File: config.mk
export PLATFORM = sky130hd
export DESIGN_NAME = dacf_top
export DESIGN_NICKNAME = d
export VERILOG_FILES = /design/src/rtl/dacf_pkg.sv /design/src/rtl/dacf_edge_sync.sv /design/src/rtl/dacf_fifo.sv /design/src/rtl/dacf_fetch.sv /design/src/rtl/dacf_serializer.sv /design/src/rtl/dacf_top.sv
export SDC_FILE = /design/constraint.sdc
export NUM_CORES = 1
export LEC_CHECK = 0
export ABC_AREA = 1
export ABC_CLOCK_PERIOD_IN_PS = 1200
export BUFFER_PORTS_ARGS = -buffer_cell sky130_fd_sc_hd__buf_2
export CAP_MARGIN = 20
export CELL_PAD_IN_SITES_DETAIL_PLACEMENT = 0
export CELL_PAD_IN_SITES_GLOBAL_PLACEMENT = 1
export CORE_MARGIN = 3
export CORE_UTILIZATION = 40
export CTS_CLUSTER_DIAMETER = 100
export DETAILED_ROUTE_END_ITERATION = 16
export PLACE_DENSITY_LB_ADDON = 0.1
export SYNTH_ARGS = -nofsm -noshare
export SYNTH_HDL_FRONTEND = slang
export SYNTH_SLANG_ARGS = --single-unit
File: constraint.sdc
create_clock -name clk -period 1.2 [get_ports clk]
set_clock_uncertainty 0.1 [all_clocks]
set_input_delay 0 -clock clk [delete_from_list [all_inputs] [get_ports clk]]
set_output_delay 0 -clock clk [all_outputs]
set_load 0.05 [all_outputs]
File: src/rtl/dacf_pkg.sv
package dacf_pkg;
  localparam int unsigned SAMPLE_W = 8;
  typedef logic [SAMPLE_W-1:0] sample_t;
endpackage

File: src/rtl/dacf_edge_sync.sv
// Samples an asynchronous level through a flop chain and flags its rising edge.
module dacf_edge_sync #(
  parameter int unsigned STAGES = 3
) (
  input  logic clk,
  input  logic rst_n,
  input  logic async_in,
  output logic rise_en
);
  logic [STAGES-1:0] chain_q, chain_d;

  always_comb chain_d = {chain_q[STAGES-2:0], async_in};

  always_ff @(posedge clk or negedge rst_n) begin
    if (!rst_n) chain_q <= '0;
    else        chain_q <= chain_d;
  end

  // second-to-last stage high while last stage still low: one cycle per rise
  assign rise_en = chain_q[STAGES-2] & ~chain_q[STAGES-1];
endmodule

File: src/rtl/dacf_fifo.sv
module dacf_fifo
  import dacf_pkg::*;
#(
  parameter int unsigned DEPTH = 16,
  localparam int unsigned AW = $clog2(DEPTH),
  localparam int unsigned CW = $clog2(DEPTH + 1)
) (
  input  logic          clk,
  input  logic          rst_n,
  input  logic          push,
  input  sample_t       push_data,
  input  logic          pop,
  output sample_t       head,
  output logic          full,
  output logic          empty,
  output logic [CW-1:0] fill
);
  sample_t         mem_q [DEPTH];
  logic [AW-1:0]   wr_q, wr_d, rd_q, rd_d;
  logic [CW-1:0]   cnt_q, cnt_d;
  logic            push_ok, pop_ok;

  function automatic logic [AW-1:0] bump(input logic [AW-1:0] p);
    return (p == AW'(DEPTH - 1)) ? '0 : p + 1'b1;
  endfunction

  assign full    = (cnt_q == CW'(DEPTH));
  assign empty   = (cnt_q == '0);
  assign fill    = cnt_q;
  assign head    = mem_q[rd_q];
  assign push_ok = push & ~full;
  assign pop_ok  = pop & ~empty;

  always_comb begin
    wr_d  = push_ok ? bump(wr_q) : wr_q;
    rd_d  = pop_ok  ? bump(rd_q) : rd_q;
    cnt_d = cnt_q;
    if (push_ok && !pop_ok)      cnt_d = cnt_q + 1'b1;
    else if (pop_ok && !push_ok) cnt_d = cnt_q - 1'b1;
  end

  always_ff @(posedge clk or negedge rst_n) begin
    if (!rst_n) begin
      wr_q  <= '0;
      rd_q  <= '0;
      cnt_q <= '0;
    end else begin
      wr_q  <= wr_d;
      rd_q  <= rd_d;
      cnt_q <= cnt_d;
    end
  end

  always_ff @(posedge clk) begin
    if (push_ok) mem_q[wr_q] <= push_data;
  end
endmodule

File: src/rtl/dacf_fetch.sv
// Moves one sample from the FIFO into the holding register per request.
module dacf_fetch
  import dacf_pkg::*;
(
  input  logic    clk,
  input  logic    rst_n,
  input  logic    req,
  input  logic    fifo_empty,
  input  sample_t fifo_head,
  output logic    fifo_pop,
  input  logic    take,
  output sample_t hold_data,
  output logic    hold_vld
);
  sample_t hold_q;
  logic    vld_q, vld_d;

  assign fifo_pop  = req & ~vld_q & ~fifo_empty;
  assign hold_data = hold_q;
  assign hold_vld  = vld_q;

  always_comb begin
    vld_d = vld_q;
    if (fifo_pop)  vld_d = 1'b1;
    else if (take) vld_d = 1'b0;
  end

  always_ff @(posedge clk or negedge rst_n) begin
    if (!rst_n) vld_q <= 1'b0;
    else        vld_q <= vld_d;
  end

  always_ff @(posedge clk or negedge rst_n) begin
    if (!rst_n)        hold_q <= '0;
    else if (fifo_pop) hold_q <= fifo_head;
  end
endmodule

File: src/rtl/dacf_serializer.sv
module dacf_serializer
  import dacf_pkg::*;
#(
  localparam int unsigned BW = $clog2(SAMPLE_W)
) (
  input  logic    clk,
  input  logic    rst_n,
  input  logic    tick,
  input  sample_t hold_data,
  input  logic    hold_vld,
  output logic    take,
  output logic    req,
  output logic    ser_data,
  output logic    ser_load,
  output logic    underrun
);
  sample_t       shift_q, shift_d;
  logic [BW-1:0] bit_q, bit_d;
  logic          load_q, load_d, under_q, under_d, req_q, req_d;
  logic          frame_start;

  assign frame_start = tick & (bit_q == '0);
  assign take        = frame_start & hold_vld;
  assign req         = req_q;
  assign ser_data    = shift_q[SAMPLE_W-1];
  assign ser_load    = load_q;
  assign underrun    = under_q;

  always_comb begin
    shift_d = shift_q;
    bit_d   = bit_q;
    load_d  = load_q;
    under_d = under_q;
    req_d   = req_q;
    // level request: raised when the held sample is consumed, dropped on acknowledge
    if (take)          req_d = 1'b1;
    else if (hold_vld) req_d = 1'b0;
    if (frame_start) begin
      shift_d = hold_vld ? hold_data : '0;
      load_d  = 1'b1;
      under_d = under_q | ~hold_vld;
      bit_d   = BW'(1);
    end else if (tick) begin
      shift_d = {shift_q[SAMPLE_W-2:0], 1'b0};
      load_d  = 1'b0;
      bit_d   = (bit_q == BW'(SAMPLE_W - 1)) ? '0 : bit_q + 1'b1;
    end
  end

  always_ff @(posedge clk or negedge rst_n) begin
    if (!rst_n) begin
      shift_q <= '0;
      bit_q   <= '0;
      load_q  <= 1'b0;
      under_q <= 1'b0;
      req_q   <= 1'b1;
    end else begin
      shift_q <= shift_d;
      bit_q   <= bit_d;
      load_q  <= load_d;
      under_q <= under_d;
      req_q   <= req_d;
    end
  end
endmodule

File: src/rtl/dacf_top.sv
module dacf_top
  import dacf_pkg::*;
#(
  parameter int unsigned FIFO_DEPTH  = 16,
  parameter int unsigned SYNC_STAGES = 3,
  localparam int unsigned CW = $clog2(FIFO_DEPTH + 1)
) (
  input  logic                clk,
  input  logic                rst_n,
  input  logic                wr_en,
  input  logic [SAMPLE_W-1:0] wr_data,
  output logic                full,
  input  logic                slow_clk,
  output logic                ser_data,
  output logic                ser_load,
  output logic                underrun
);
  logic [1:0]    rst_pipe_q;
  logic          rst_n_s;
  logic          tick, fifo_pop, fifo_empty, hold_vld, take, req;
  sample_t       fifo_head, hold_data;
  logic [CW-1:0] fill;

  always_ff @(posedge clk or negedge rst_n) begin
    if (!rst_n) rst_pipe_q <= 2'b00;
    else        rst_pipe_q <= {rst_pipe_q[0], 1'b1};
  end
  assign rst_n_s = rst_pipe_q[1];

  dacf_edge_sync #(.STAGES(SYNC_STAGES)) sync_i (
    .clk(clk), .rst_n(rst_n_s), .async_in(slow_clk), .rise_en(tick)
  );

  dacf_fifo #(.DEPTH(FIFO_DEPTH)) fifo_i (
    .clk(clk), .rst_n(rst_n_s), .push(wr_en), .push_data(wr_data),
    .pop(fifo_pop), .head(fifo_head), .full(full), .empty(fifo_empty), .fill(fill)
  );

  dacf_fetch fetch_i (
    .clk(clk), .rst_n(rst_n_s), .req(req), .fifo_empty(fifo_empty),
    .fifo_head(fifo_head), .fifo_pop(fifo_pop), .take(take),
    .hold_data(hold_data), .hold_vld(hold_vld)
  );

  dacf_serializer ser_i (
    .clk(clk), .rst_n(rst_n_s), .tick(tick), .hold_data(hold_data),
    .hold_vld(hold_vld), .take(take), .req(req), .ser_data(ser_data),
    .ser_load(ser_load), .underrun(underrun)
  );
endmodule

* Yosys cells after proc, flatten, opt, wreduce, memory -nomap -nowiden *
Memories as Yosys holds them, arrays and structs flattened. A register that Yosys moved wholly into a read port is not among the register bits.
Cells that the tools add are included.

word-level totals
  register bits = 33
  RAM bits = 128
  output and inout bits = 4
  memories kept = 1

operators by class
  add/subtract/negate cells = 5
  equal/unequal tests = 4
  multiplexer cells = 18
  bitwise operators = 12
  reduce and logical (&&, ||, !) cells = 11

memory list
  name          words  width  rd ports  clocked after Yosys merged registers in  wr ports  RTL line         text
  fifo_i.mem_q  16     8      1         1                                        1         dacf_fifo.sv:18  sample_t mem_q [DEPTH];

operators with widths
  operator               number
  $mux W8                3
  $mux W5                2
  $mux W3                3
  $add A4 B1 Y4 const B  2
  $eq A4 B4 Y1 const B   2
  $mux W1                8
  $mux W4                2
  $reduce_bool A2 Y1     4
  $and A1 B1 Y1          7
  $add A5 B1 Y5 const B  1
  $eq A5 B5 Y1 const B   1
  $logic_not A5 Y1       1
  $sub A5 B1 Y5 const B  1
  $not A1 Y1             4
  $add A3 B1 Y3 const B  1
  $eq A3 B3 Y1 const B   1
  $logic_not A1 Y1       3
  $logic_not A3 Y1       1
  $logic_and A1 B1 Y1    2
  $or A1 B1 Y1           1

* Logic depth before layout (Yosys ltp) *
  depth after elaboration = 7
  depth in mapped cells = 13
  mapped depth without buffers = 13

* By module *
A second synthesis with hierarchy kept.

second synthesis, totals
  cells, all modules = 799
  area, all modules = 7,658.6 sq um

modules (own cells, without submodules)
  module           instances  cells an instance  area each (sq um)  seq. area each (sq um)
  dacf_fifo        1          673                6,459.9            4,169.0
  dacf_serializer  1          79                 679.4              351.6
  dacf_fetch       1          39                 380.4              225.2
  dacf_edge_sync   1          5                  85.1               75.1
  dacf_top         1          3                  53.8               50.0

* Least setup slack after synthesis *
Ideal clock, no wire load.

  kind = reg2reg
  from = reg fifo_i.cnt_q[1], in the netlist fifo_i.fill[1]
  to = reg fifo_i.cnt_q[4], in the netlist fifo_i.fill[4]
  library setup time = 0.065 ns
  arrival time = 2.252 ns
  required time = 1.035 ns
  setup slack = -1.217 ns
  stages on the path, launching flop included = 14
  buffers on the path = 1
  clock period less this slack = 2.417 ns
  cells stage by stage = dfrtp_1 -> nor4_2 -> nand2_1 -> nand2_2 -> buf_4 -> ha_1 -> inv_1 -> fa_1 -> a21oi_1 -> nor2_1 -> nor2_1 -> xor2_1 -> nand2_1 -> nand2_1

on the way
  longest elaborated chain between the ends = 7
  elaborated cells on any way between the ends = 16
  classes of those cells = add/sub (2); eq/ne (1); mux (2); bitwise (5); reduce/logical (6)

RTL lines
  element                                                RTL line         text
  start, declared                                        dacf_fifo.sv:20  logic [CW-1:0] cnt_q, cnt_d;
  start signal, assigned                                 dacf_fifo.sv:50  cnt_q <= cnt_d;
  branches (longest 7 deep; another with $sub A5 B1 Y5)  -

Parallel ways; which one is timed is not known. The select of a mux whose other input is x is not followed.
A chain may end at the register's enable or synchronous reset.

* Worst setup path after layout *
  from = reg fifo_i.cnt_q[2], in the netlist fifo_i.fill[2]
  to = reg fifo_i.cnt_q[3], in the netlist fifo_i.fill[3]

on the way
  elaborated cells on any way between the ends = 16
  classes of those cells = add/sub (2); eq/ne (1); mux (2); bitwise (5); reduce/logical (6)

RTL lines
  element                       RTL line         text
  $eq A5 B5 Y1 *                dacf_fifo.sv:27  assign full = (cnt_q == CW'(DEPTH));
  $not A1 Y1 *                  dacf_fifo.sv:31  assign push_ok = push & ~full;
  $and A1 B1 Y1 *               dacf_fifo.sv:31
  named net fifo_i.push_ok      dacf_fifo.sv:21  logic push_ok, pop_ok;
  $logic_not A1 Y1              dacf_fifo.sv:39  else if (pop_ok && !push_ok) cnt_d = cnt_q - 1'b1;
  $logic_and A1 B1 Y1           dacf_fifo.sv:39
  $reduce_bool A2 Y1 (no line)  -

Mark *: on every way through the listed nets, which the timed path passes. The rest lies on a longest branch. The select of a mux whose other input is x is not followed.

==> flow_metrics.env <==
export IMPL_routedWlPerCell_um=16.9
export IMPL_cts_tree="done"
export IMPL_cp_slowest_cell="dfrtp_1"
export IMPL_wl_um=18200
export IMPL_synthToLayoutAreaGrowth_pct=28.8
export IMPL_drc=0
export IMPL_place_ws_ns=-1.04
export IMPL_cts_clk_slew_worst_paths_ns=0.06
export IMPL_antenna_found_initial=0
export IMPL_setup_ws_ns=-0.966
export IMPL_cts_buffers=17
export IMPL_drv_slew=0
export IMPL_cts_root_buf="clkbuf_16"
export IMPL_fin_tns_setup_ns=-90.46
export IMPL_yosys_warnings=0
export IMPL_timing_rr_start="fifo_i.fill[2]"
export IMPL_cp_max_fo=4
export IMPL_reg2reg_to="fifo_i.fill[3]"
export IMPL_synth_mux_area_share_pct=0
export IMPL_setup_viol=164
export IMPL_grt_pass1_vias=5356
export IMPL_synth_cell_area_sq_mm=0.00747
export IMPL_place_port_buffers=15
export IMPL_initial_core_util_pct=41.1
export IMPL_rsz0062_at_grt="true"
export IMPL_route_vias_total=5215
export IMPL_first_pass_iters=5
export IMPL_min_path_cells=7
export IMPL_min_from="wr_en"
export IMPL_hp_class="primary input to register"
export IMPL_ys_ff_latch=169
export IMPL_clock_latency_ns=0.42
export IMPL_initialDrtViolationCount=333
export IMPL_hpwl_um=12200
export IMPL_worstSetupPathType="register to register"
export IMPL_floorplan_die_height_um=143
export IMPL_boundaryPins=16
export IMPL_synth_top_family_by_area="simple AND/OR/NAND/NOR gates"
export IMPL_fin_crit_sh_pct=181
export IMPL_place_gp_congestion=0.825
export IMPL_synth_compound_area_share_pct=2.28
export IMPL_whs_ns=0.0418
export IMPL_cts_sinks=169
export IMPL_synth_edf_count=128
export IMPL_synthCells=750
export IMPL_finalHoldViolCount=0
export IMPL_grt_total_usage_pct=19.2
export IMPL_grt_pass1_wl_um=29100
export IMPL_arrival_ns=2.41
export IMPL_nFillCells=1565
export IMPL_path_cells="nor4_4, nand2_1, nand2_2, inv_2, ha_4, inv_6, ha_4, buf_6, a21boi_4, nor2_1, nand2_1, a31oi_1"
export IMPL_status="finished with violations"
export IMPL_violations="negative setup slack"
export IMPL_worstPathRequired_ns=1.45
export IMPL_power_mw=21.3
export IMPL_syn_avg_cell_area_sq_um=9.95
export IMPL_synth_cell_type_count=29
export IMPL_placementRows=49
export IMPL_h_tree_depth=4
export IMPL_rrSetupSlack_ns=-0.97
export IMPL_ys_seq_area_share_pct=65.2
export IMPL_p_leak_nw=4.25
export IMPL_drive_gt1_share_pct=20.5
export IMPL_synthAdderAreaFrac_pct=2.28
export IMPL_drt_vias_per_instance=4.84
export IMPL_reg2regPathDepth=12
export IMPL_nets=861
export IMPL_drtAntennaViolNets=0
export IMPL_grt_start_max_net_pins=36
export IMPL_critPathCaptureType="register"
export IMPL_whs_endpoint="fifo_i.wr_q[1]"
export IMPL_synth_xor_area_share_pct=0.821
export IMPL_async_reset_ff_share_pct=24.3
export IMPL_seqCellArea_sq_mm=0.00487
export IMPL_peakVddDrop_mv=1.31
export IMPL_syn_nets=775
export IMPL_die_x_um=143
export IMPL_fmax_ghz=0.462
export IMPL_slowest_delay_ns=0.41
export IMPL_cp_start_kind="register"
export IMPL_clockBufferDepth=2
export IMPL_multiInputGateArea_sq_mm=0.00229
export IMPL_powerDensity_mw_per_mm2=2210
export IMPL_final_cell_count_no_fill=1078
export IMPL_placed_cells=1008
export IMPL_maxCapViolCount=0
export IMPL_fin_crit_ns=2.17
export IMPL_grt_overflow_total=0
export IMPL_diodes=0
export IMPL_core_sq_mm=0.0181
export IMPL_synthFlopType="edfxtp_1"
export IMPL_dieArea_sq_mm=0.0203
export IMPL_synthSimpleGateAreaFrac_pct=21.0
-- registers in the layout (all words and copies together), names as in the netlist --
name	count
ser_i.ser_load	1
ser_i.bit_q	3
rst_pipe_q	2
fetch_i.hold_data	8
sync_i.chain_q	3
fetch_i.hold_vld	1
fifo_i.rd_q	4
ser_i.underrun	1
fifo_i.wr_q	4
ser_i.shift_q	8
fifo_i.fill	5
fifo_i.mem_q	128
ser_i.req	1
-- cell type report --
class | count | share of cell area [%]
clock buffer | 21 | 4.69
clock inverter | 11 | 2.02
inverter | 123 | 5.01
multi-input combinational | 427 | 23.8
sequential | 169 | 50.7
tap | 229 | 2.98
timing repair buffer | 98 | 10.8
-- worst max-delay path: cells and delay by family (launching register included) --
kind	cells	cell delay, ns
compound gates	2	0.29
simple gates	5	0.66
buf+inv	3	0.25
flops	1	0.41
fa+ha+maj	2	0.38
-- placed cells by master (no fill, tap or decap), types with 9 or more instances in the layout --
| cell type | instances |
|---|---|
| nand2_2 | 13 |
| dlygate4sd3_1 | 11 |
| nand2_1 | 226 |
| nor2_1 | 12 |
| edfxtp_1 | 128 |
| clkbuf_16 | 17 |
| nor3_4 | 15 |
| buf_12 | 20 |
| buf_4 | 42 |
| buf_6 | 9 |
| inv_1 | 115 |
| nand3_1 | 99 |
| ha_1 | 9 |
| buf_2 | 14 |
| o21ai_0 | 14 |
| dfrtp_1 | 38 |
-- report_power, final --
group	internal, mW	total, mW	switching [mW]	leakage [nW]
registers	7.21	7.66	0.447	1.65
logic	3.05	7.66	4.62	2.28
clock network	3.75	5.94	2.18	0.312
-- timing repair --
| action | in CTS | in global routing |
|---|---|---|
| cloned | 1 | 0 |
| pin swaps | 14 | 16 |
| gates resized for setup | 35 | 22 |
| endpoints found under the setup margin | 164 | 164 |
| hold buffers | 11 | 0 |
| endpoints found under the hold margin | 132 | 0 |
| buffers inserted | 15 | 14 |
-- worst max path at each step --
stage / start / to / slack, ns / depth (start not counted)
after floorplan: fifo_i.fill[0] / fifo_i.fill[4] / -1.07 / 13
after detailed placement: fifo_i.fill[2] / fifo_i.fill[3] / -1.04 / 12
after global placement: fifo_i.fill[2] / fifo_i.fill[3] / -1.02 / 12
after CTS: fifo_i.fill[1] / fifo_i.fill[4] / -0.97 / 12
final: fifo_i.fill[2] / fifo_i.fill[3] / -0.97 / 12
after global routing: fifo_i.fill[2] / fifo_i.fill[4] / -1.10 / 12
-- metal layers --
metal	up-vias	GRT usage, %	wire length, um
li1	2598	-	-
met1	2500	26.0	8320
met2	98	31.2	8820
met3	19	3.45	754
met4	0	6.70	278
met5	-	0	0
-- cell families (layout without fill, tap and decap cells) --
family / Yosys count / after routing
compound gates: 32 / 32
xor+xnor: 7 / 7
fa+ha+maj: 13 / 13
buf+inv: 154 / 253
flops: 169 / 169
other cells: 1 / 1
simple gates: 374 / 374
-- cells in the mapped netlist, types with 2 or more instances --
cell / number / area [sq um]
a21oi_1: 9 / 45.0
buf_1: 2 / 7.51
buf_2: 13 / 65.1
buf_4: 8 / 60.1
clkbuf_1: 8 / 30.0
dfrtp_1: 40 / 1000
edfxtp_1: 128 / 3840
ha_1: 12 / 150
inv_1: 120 / 450
inv_2: 2 / 7.51
nand2_1: 238 / 893
nand3_1: 101 / 505
nor2_1: 16 / 60.1
nor3_1: 15 / 75.1
o21ai_0: 19 / 95.1
xnor2_1: 3 / 26.3
xor2_1: 4 / 35.0
-- per-stage QoR --
step | utilization [%] | instance area [sq um]
2_1_floorplan | - | 7760
3_3_place_gp | 45.8 | 8310
3_5_place_dp | 45.8 | 8310
4_1_cts | 51.7 | 9380
5_1_grt | 53.0 | 9610
6_report | 53.0 | 9610
Note: power is estimated with default switching activity, not from simulation.
